===== config.mk =====
export PLATFORM = sky130hd
export DESIGN_NAME = pred_shadow_unit
export DESIGN_NICKNAME = d
export VERILOG_FILES = /design/src/rtl/psu_pkg.sv /design/src/rtl/psu_rst_sync.sv /design/src/rtl/psu_ctrl.sv /design/src/rtl/psu_slot.sv /design/src/rtl/pred_shadow_unit.sv
export SDC_FILE = /design/constraint.sdc
export NUM_CORES = 1
export LEC_CHECK = 0
export BUFFER_PORTS_ARGS = -buffer_cell sky130_fd_sc_hd__buf_4
export CORE_AREA = 2 2 58 60
export CTS_BUF_LIST = sky130_fd_sc_hd__clkbuf_2 sky130_fd_sc_hd__clkbuf_4 sky130_fd_sc_hd__clkbuf_8
export CTS_CLUSTER_DIAMETER = 40
export DETAILED_ROUTE_END_ITERATION = 8
export DIE_AREA = 0 0 60 62
export PLACE_DENSITY_LB_ADDON = 0.15
export SLEW_MARGIN = 10
export SYNTH_ARGS = -nofsm -noshare
export SYNTH_HDL_FRONTEND = slang
export SYNTH_HIERARCHICAL = 1
export SYNTH_SLANG_ARGS = --single-unit
export TNS_END_PERCENT = 1

===== constraint.sdc =====
create_clock -name clk -period 2.6 [get_ports clk]
set_input_delay 0.39 -clock clk [delete_from_list [all_inputs] [get_ports clk]]
set_output_delay 0.39 -clock clk [all_outputs]
set_load 0.01 [all_outputs]

===== src/rtl/psu_pkg.sv =====
package psu_pkg;

  typedef enum logic {
    PSU_IDLE = 1'b0,
    PSU_WAIT = 1'b1
  } psu_state_e;

endpackage


===== src/rtl/psu_rst_sync.sv =====
module psu_rst_sync #(
  parameter int STAGES = 2
) (
  input  logic clk,
  input  logic rst_n,
  output logic rst_sync_n
);

  localparam int TOP = STAGES - 1;

  logic [TOP:0] sync_q;

  always_ff @(posedge clk or negedge rst_n) begin
    if (!rst_n) begin
      sync_q <= '0;
    end else begin
      sync_q <= {sync_q[TOP-1:0], 1'b1};
    end
  end

  assign rst_sync_n = sync_q[TOP];

endmodule


===== src/rtl/psu_ctrl.sv =====
module psu_ctrl
  import psu_pkg::*;
(
  input  logic clk,
  input  logic rst_n,
  input  logic issue_valid,
  input  logic issue_zeroing,
  input  logic pred_ready,
  output logic issue_ready,
  output logic issue_fire,
  output logic resolve_fire,
  output logic busy,
  output logic zero_mode
);

  psu_state_e state_q, state_d;
  logic       zmode_q, zmode_d;
  logic       zmode_en;

  // Issue and predicate are never combined: issue is only taken in IDLE,
  // the predicate only in WAIT.
  always_comb begin
    issue_ready  = (state_q == PSU_IDLE) && rst_n;
    issue_fire   = issue_ready && issue_valid;
    resolve_fire = (state_q == PSU_WAIT) && pred_ready;
  end

  always_comb begin
    state_d = state_q;
    unique case (state_q)
      PSU_IDLE: if (issue_fire)   state_d = PSU_WAIT;
      PSU_WAIT: if (resolve_fire) state_d = PSU_IDLE;
      default:                    state_d = PSU_IDLE;
    endcase
  end

  always_comb begin
    zmode_en = issue_fire;
    zmode_d  = issue_zeroing;
  end

  always_ff @(posedge clk or negedge rst_n) begin
    if (!rst_n) begin
      state_q <= PSU_IDLE;
    end else begin
      state_q <= state_d;
    end
  end

  always_ff @(posedge clk or negedge rst_n) begin
    if (!rst_n) begin
      zmode_q <= 1'b0;
    end else if (zmode_en) begin
      zmode_q <= zmode_d;
    end
  end

  assign busy      = (state_q == PSU_WAIT);
  assign zero_mode = zmode_q;

endmodule


===== src/rtl/psu_slot.sv =====
module psu_slot (
  input  logic clk,
  input  logic rst_n,
  input  logic alloc_en,
  input  logic alloc_bit,
  input  logic resolve_en,
  input  logic pred_bit,
  input  logic zero_mode,
  output logic shadow,
  output logic kill_pulse,
  output logic zero_pulse,
  output logic release_pulse
);

  logic shadow_q, shadow_d, shadow_en;
  logic kill_q, kill_d;
  logic zero_q, zero_d;
  logic rel_q, rel_d;
  logic resolving;

  always_comb begin
    resolving = resolve_en && shadow_q;
    shadow_en = alloc_en || resolve_en;
    shadow_d  = alloc_en ? alloc_bit : 1'b0;
    rel_d     = resolving && pred_bit;
    kill_d    = resolving && !pred_bit && !zero_mode;
    zero_d    = resolving && !pred_bit && zero_mode;
  end

  always_ff @(posedge clk or negedge rst_n) begin
    if (!rst_n) begin
      shadow_q <= 1'b0;
    end else if (shadow_en) begin
      shadow_q <= shadow_d;
    end
  end

  always_ff @(posedge clk or negedge rst_n) begin
    if (!rst_n) begin
      kill_q <= 1'b0;
      zero_q <= 1'b0;
      rel_q  <= 1'b0;
    end else begin
      kill_q <= kill_d;
      zero_q <= zero_d;
      rel_q  <= rel_d;
    end
  end

  assign shadow        = shadow_q;
  assign kill_pulse    = kill_q;
  assign zero_pulse    = zero_q;
  assign release_pulse = rel_q;

endmodule


===== src/rtl/pred_shadow_unit.sv =====
module pred_shadow_unit #(
  parameter int NUM_ELEM   = 8,
  parameter int RST_STAGES = 2
) (
  input  logic                clk,
  input  logic                rst_n,
  input  logic                issue_valid,
  input  logic [NUM_ELEM-1:0] issue_mask,
  input  logic                issue_zeroing,
  output logic                issue_ready,
  input  logic                pred_ready,
  input  logic [NUM_ELEM-1:0] pred_data,
  output logic                busy,
  output logic [NUM_ELEM-1:0] shadow_active,
  output logic [NUM_ELEM-1:0] elem_kill,
  output logic [NUM_ELEM-1:0] elem_zero,
  output logic [NUM_ELEM-1:0] elem_release
);

  logic rst_int_n;
  logic issue_fire;
  logic resolve_fire;
  logic zero_mode;

  psu_rst_sync #(.STAGES(RST_STAGES)) u_rst_sync (
    .clk        (clk),
    .rst_n      (rst_n),
    .rst_sync_n (rst_int_n)
  );

  psu_ctrl u_ctrl (
    .clk           (clk),
    .rst_n         (rst_int_n),
    .issue_valid   (issue_valid),
    .issue_zeroing (issue_zeroing),
    .pred_ready    (pred_ready),
    .issue_ready   (issue_ready),
    .issue_fire    (issue_fire),
    .resolve_fire  (resolve_fire),
    .busy          (busy),
    .zero_mode     (zero_mode)
  );

  for (genvar i = 0; i < NUM_ELEM; i++) begin : g_slot
    psu_slot u_slot (
      .clk           (clk),
      .rst_n         (rst_int_n),
      .alloc_en      (issue_fire),
      .alloc_bit     (issue_mask[i]),
      .resolve_en    (resolve_fire),
      .pred_bit      (pred_data[i]),
      .zero_mode     (zero_mode),
      .shadow        (shadow_active[i]),
      .kill_pulse    (elem_kill[i]),
      .zero_pulse    (elem_zero[i]),
      .release_pulse (elem_release[i])
    );
  end

endmodule


Yosys cells after proc, flatten, opt, wreduce, memory -nomap -nowiden
Index checks and enable logic that the tools add are counted.

Bitwise operators: 1. Mux-type cells: 11. Reduce and logical (&&, ||, !) cells: 53.

Operators with widths (number): $logic_and 1x1->1 (43); $mux 1 (10); $logic_not 1->1 (9); $pmux 1 s2 (1); $logic_or 1x1->1 (1); $not 1->1 (1).

Word-level logic and storage cells: 100. Bits in registers: 36. Bits of input ports: 21. Output and inout bits: 34.

Logic depth before layout (Yosys ltp)
Word-level depth: 5. Depth in mapped cells: 4. Mapped depth without buffers: 4.

Hierarchy
Netlist, hierarchy kept.

Modules (own cells, without submodules): psu_slot (times used 8, seq. area each 100.1 um^2, cells an instance 11, area an instance 143.9 um^2); psu_ctrl (times used 1, seq. area each 50.0 um^2, cells an instance 9, area an instance 113.9 um^2); psu_rst_sync (times used 1, seq. area each 50.0 um^2, cells an instance 3, area an instance 53.8 um^2).

Least setup slack after synthesis
Ideal clock, no wire load.

Path type: register to output. Start: register u_rst_sync.sync_q[1]. End: output port issue_ready. Buffers on the path: 0. Cell stages (with the launch flop): 2. Slack: 805 ps. Data required time: 2210 ps. Arrival: 1405 ps. Path through: dfrtp_1 > and2b_2.

Cells in the longest elaborated chain, start to end: 1.

RTL lines: start, declared (RTL line psu_rst_sync.sv:11) `logic [TOP:0] sync_q;`; start signal, assigned (RTL line psu_rst_sync.sv:17) `sync_q <= {sync_q[TOP-1:0], 1'b1};`; $logic_and 1x1->1 (RTL line psu_ctrl.sv:23) `issue_ready = (state_q == PSU_IDLE) && rst_n;`; end, declared (RTL line pred_shadow_unit.sv:10) `output logic issue_ready,`.

Every way passes these cells.

Final worst setup path
Start: register u_ctrl.state_q (netlist: u_ctrl/busy). End: output port issue_ready.

Cells in the longest elaborated chain, start to end: 2.

RTL lines: start, declared (RTL line psu_ctrl.sv:16) `psu_state_e state_q, state_d;`; start signal, assigned (RTL line psu_ctrl.sv:46) `state_q <= state_d;`; $not 1->1; $logic_and 1x1->1 (RTL line psu_ctrl.sv:23).

Every way passes these cells.

==> flow_metrics.py <==
metrics = {
    "floorplan": {
        "dieHeight_um": 62,
        "start_util": 0.415,
        "ios": 55,
        "die_w_um": 60,
        "num_rows": 21,
        "die_area_mm2": 0.00372,
        "coreArea_mm2": 0.00318,
    },
    "timing": {
        "report.final.setup_viol": 0,
        "hold_viol": 0,
        "fmax_mhz": 670,
        "maxSlewViolCount": 0,
        "setup-tns-final_ns": 0,
        "final.period_utilization": 0.574,
        "finalClockSkew_ns": 0.00589,
        "rsz0062_at_grt": "no",
        "period_needed_ns": 1.49,
    },
    "grt": {
        "grt_pass1_vias": 851,
        "overflow": 0,
        "antenna_found_initial": 0,
        "grt_max_degree": 35,
        "grt.total_usage": 0.148,
        "grt_pass1_wl_mm": 3.82,
    },
    "final_layout": {
        "drive_gt1_frac": 0.506,
        "layout.cells.non_filler": 210,
        "final_core_util": 0.591,
        "syn_to_final_growth_pct": 42.5,
        "nNetsFinal": 184,
        "seqCellArea_um2": 901,
        "multi_input_area_um2": 410,
        "nFillCells": 269,
        "diodes": 0,
        "design_area_mm2": 0.00188,
    },
    "pwr": {
        "power.internal_uw": 886,
        "power_density_mw_per_mm2": 628,
        "clkPwrFrac": 0.324,
        "power.share.switching": 0.249,
        "sequentialPowerShare": 0.535,
        "comb_power_share": 0.141,
        "cellLeakagePower_nw": 0.970,
        "ir_worst_vdd_mv": 0.320,
        "power_switching_uw": 293,
        "fin_total_pwr_mw": 1.18,
    },
    "worst_setup_path": {
        "startpoint_type": "register",
        "crit_type": "reg2out",
        "reg2reg_to": "g_slot[5].u_slot/shadow$_DFFE_PN0P_",
        "ff2ff_setup_slack_ns": 1.37,
        "worst_r2r_path_depth": 3,
        "cp.arrival_ns": 1.10,
        "slowest_stage": "dfrtp_1",
        "path_max_fanout": 5,
        "cpPeakStageDelay_ns": 0.41,
        "crit_chain": "and2b_2 > buf_4",
        "end_kind": "output pin",
        "worstPathRequired_ns": 2.21,
        "rr_startpoint": "u_ctrl/busy$_DFF_PN0_",
    },
    "detailed_routing": {
        "drtIter0Drc": 10,
        "wl_per_cell_um": 11.8,
        "vias": 940,
        "drcViolationCount": 0,
        "viasPerCell": 4.48,
        "drtAntennaViolNets": 0,
        "first_pass_iters": 4,
        "wl_mm": 2.48,
    },
    "job": {
        "max_cap_viol_count": 0,
    },
    "synth": {
        "synth_area_mm2": 0.00132,
        "synthDistinctLibCells": 14,
        "synth_area_per_cell_um2": 13.2,
        "ys_ff_latch": 36,
        "yosysWarnings": 6,
        "syn_inst": 100,
        "ys_seq_area_frac": 0.683,
        "syn-num-nets": 121,
    },
    "run_status": {
        "status": "finished clean",
    },
    "clock_tree": {
        "cts_sinks": 36,
        "clk_pin_slew_worst_paths_ns": 0.11,
        "clkLatencyLatePin_ns": 0.33,
        "cts_max_level": 2,
        "cts_buffers": 5,
        "cts_setup_buffers": 0,
        "cts_resized": 0,
        "clockBufferDepth": 2,
        "root_buffer": "clkbuf_4",
        "cts_tree": "built",
    },
    "placement": {
        "gp_congestion": 0.649,
        "placed_area_mm2": 0.00179,
        "dp_cells": 201,
        "io_buffer_count": 54,
    },
    "hold_path": {
        "hold_end": "g_slot[1].u_slot/zero_pulse$_DFF_PN0_",
        "worstHoldStart": "pred_data[1]",
        "hold_path.class": "in2reg",
        "hold_depth": 2,
    },
}
==> sequential cells by signal, indices dropped and copies added (netlist names) <==
name and cells:
g_slot.u_slot/kill_pulse 8, g_slot.u_slot/release_pulse 8, g_slot.u_slot/shadow 8, g_slot.u_slot/zero_pulse 8, u_rst_sync/sync_q 2, u_ctrl/busy 1
u_ctrl/zero_mode 1
==> cells in the final DEF (no fill, tap or decap), types with 2 or more instances in the layout <==
cell type	instances
inv_1	2
nor3_1	8
clkbuf_4	5
o21ai_1	8
nand2b_1	8
nand2_1	16
buf_4	55
nor3b_2	8
and3_2	8
dfrtp_1	36
==> Yosys cell counts <==
cell,number,area (um2)
and2_2,1,7.51
and2b_2,1,8.76
and3_2,8,60.1
conb_1,1,3.75
dfrtp_1,36,901
inv_1,2,7.51
mux2_4,1,15.0
nand2_1,16,60.1
nand2b_1,8,50.1
nand3b_4,1,20.0
nor3_1,8,40.0
nor3b_2,8,100
o21ai_0,1,5.00
o21ai_1,8,40.0
==> power groups by stage <==
stage | Combinational (mW) | Clock (mW) | Sequential, mW
floorplan | 0.0593 | 0 | 0.654
CTS | 0.170 | 0.397 | 0.632
finish | 0.167 | 0.382 | 0.631
global route | 0.185 | 0.424 | 0.639
detailed placement | 0.168 | 0 | 0.643
global placement | 0.165 | 0 | 0.642
==> worst max-delay path by stage <==
stage                                    from                                     to  cells after the start
2_1_floorplan  u_rst_sync/sync_q[1]$_DFF_PN0_                            issue_ready                      1
3_3_place_gp            u_ctrl/busy$_DFF_PN0_    g_slot[1].u_slot/shadow$_DFFE_PN0P_                      3
3_5_place_dp                       pred_ready  g_slot[1].u_slot/zero_pulse$_DFF_PN0_                      4
4_1_cts                 u_ctrl/busy$_DFF_PN0_                            issue_ready                      2
5_1_grt                 u_ctrl/busy$_DFF_PN0_                            issue_ready                      2
6_report                u_ctrl/busy$_DFF_PN0_                            issue_ready                      2
==> routing by layer <==
| layer | wire (um) | share of wire | vias to the layer above | GRT usage |
|---|---|---|---|---|
| li1 | - | - | 459 | - |
| met3 | 194 | 0.078 | 5 | 0.0704 |
| met2 | 1240 | 0.50 | 36 | 0.224 |
| met4 | 38 | 0.015 | 0 | 0.0667 |
| met1 | 1010 | 0.41 | 440 | 0.180 |
| met5 | 0 | 0 | - | 0 |
==> metrics by stage <==
stage	hold WS, ns	setup slack [ns]
after floorplan	0.0944	0.805
after global placement	0.172	1.39
after detailed placement	0.173	1.35
after CTS	0.196	1.08
after global routing	0.183	1.02
final	0.212	1.11
==> what timing repair did <==
item	CTS	global route
endpoints found under the hold margin	2	0
endpoints found under the setup margin	0	0
hold buffers	1	0
==> critical path: cells and delay by family (launching register included) <==
kind          cells  cell delay, ns
buf+inv           1            0.13
simple gates      1            0.23
flops             1            0.41
==> logic make-up (layout without fill, tap and decap cells) <==
kind of cell           after synthesis  count (layout)  synth area share
AO/OA/AOI/OAI                        9               9            0.0342
other                                1               1           0.00284
buffers and inverters                2              66           0.00569
flip-flops                          36              36             0.683
multiplexers                         1               1            0.0114
AND/OR/NAND/NOR                     51              51             0.263
==> cell type report <==
cell class | count | share of cell area
clock buffers | 5 | 0.0200
clock inverters | 3 | 0.0226
inverters | 2 | 0.00399
multi-input cells | 62 | 0.218
flip-flops and latches | 36 | 0.479
well taps | 46 | 0.0306
repair buffers | 56 | 0.225
No activity file was read; power rests on OpenSTA's default activity.
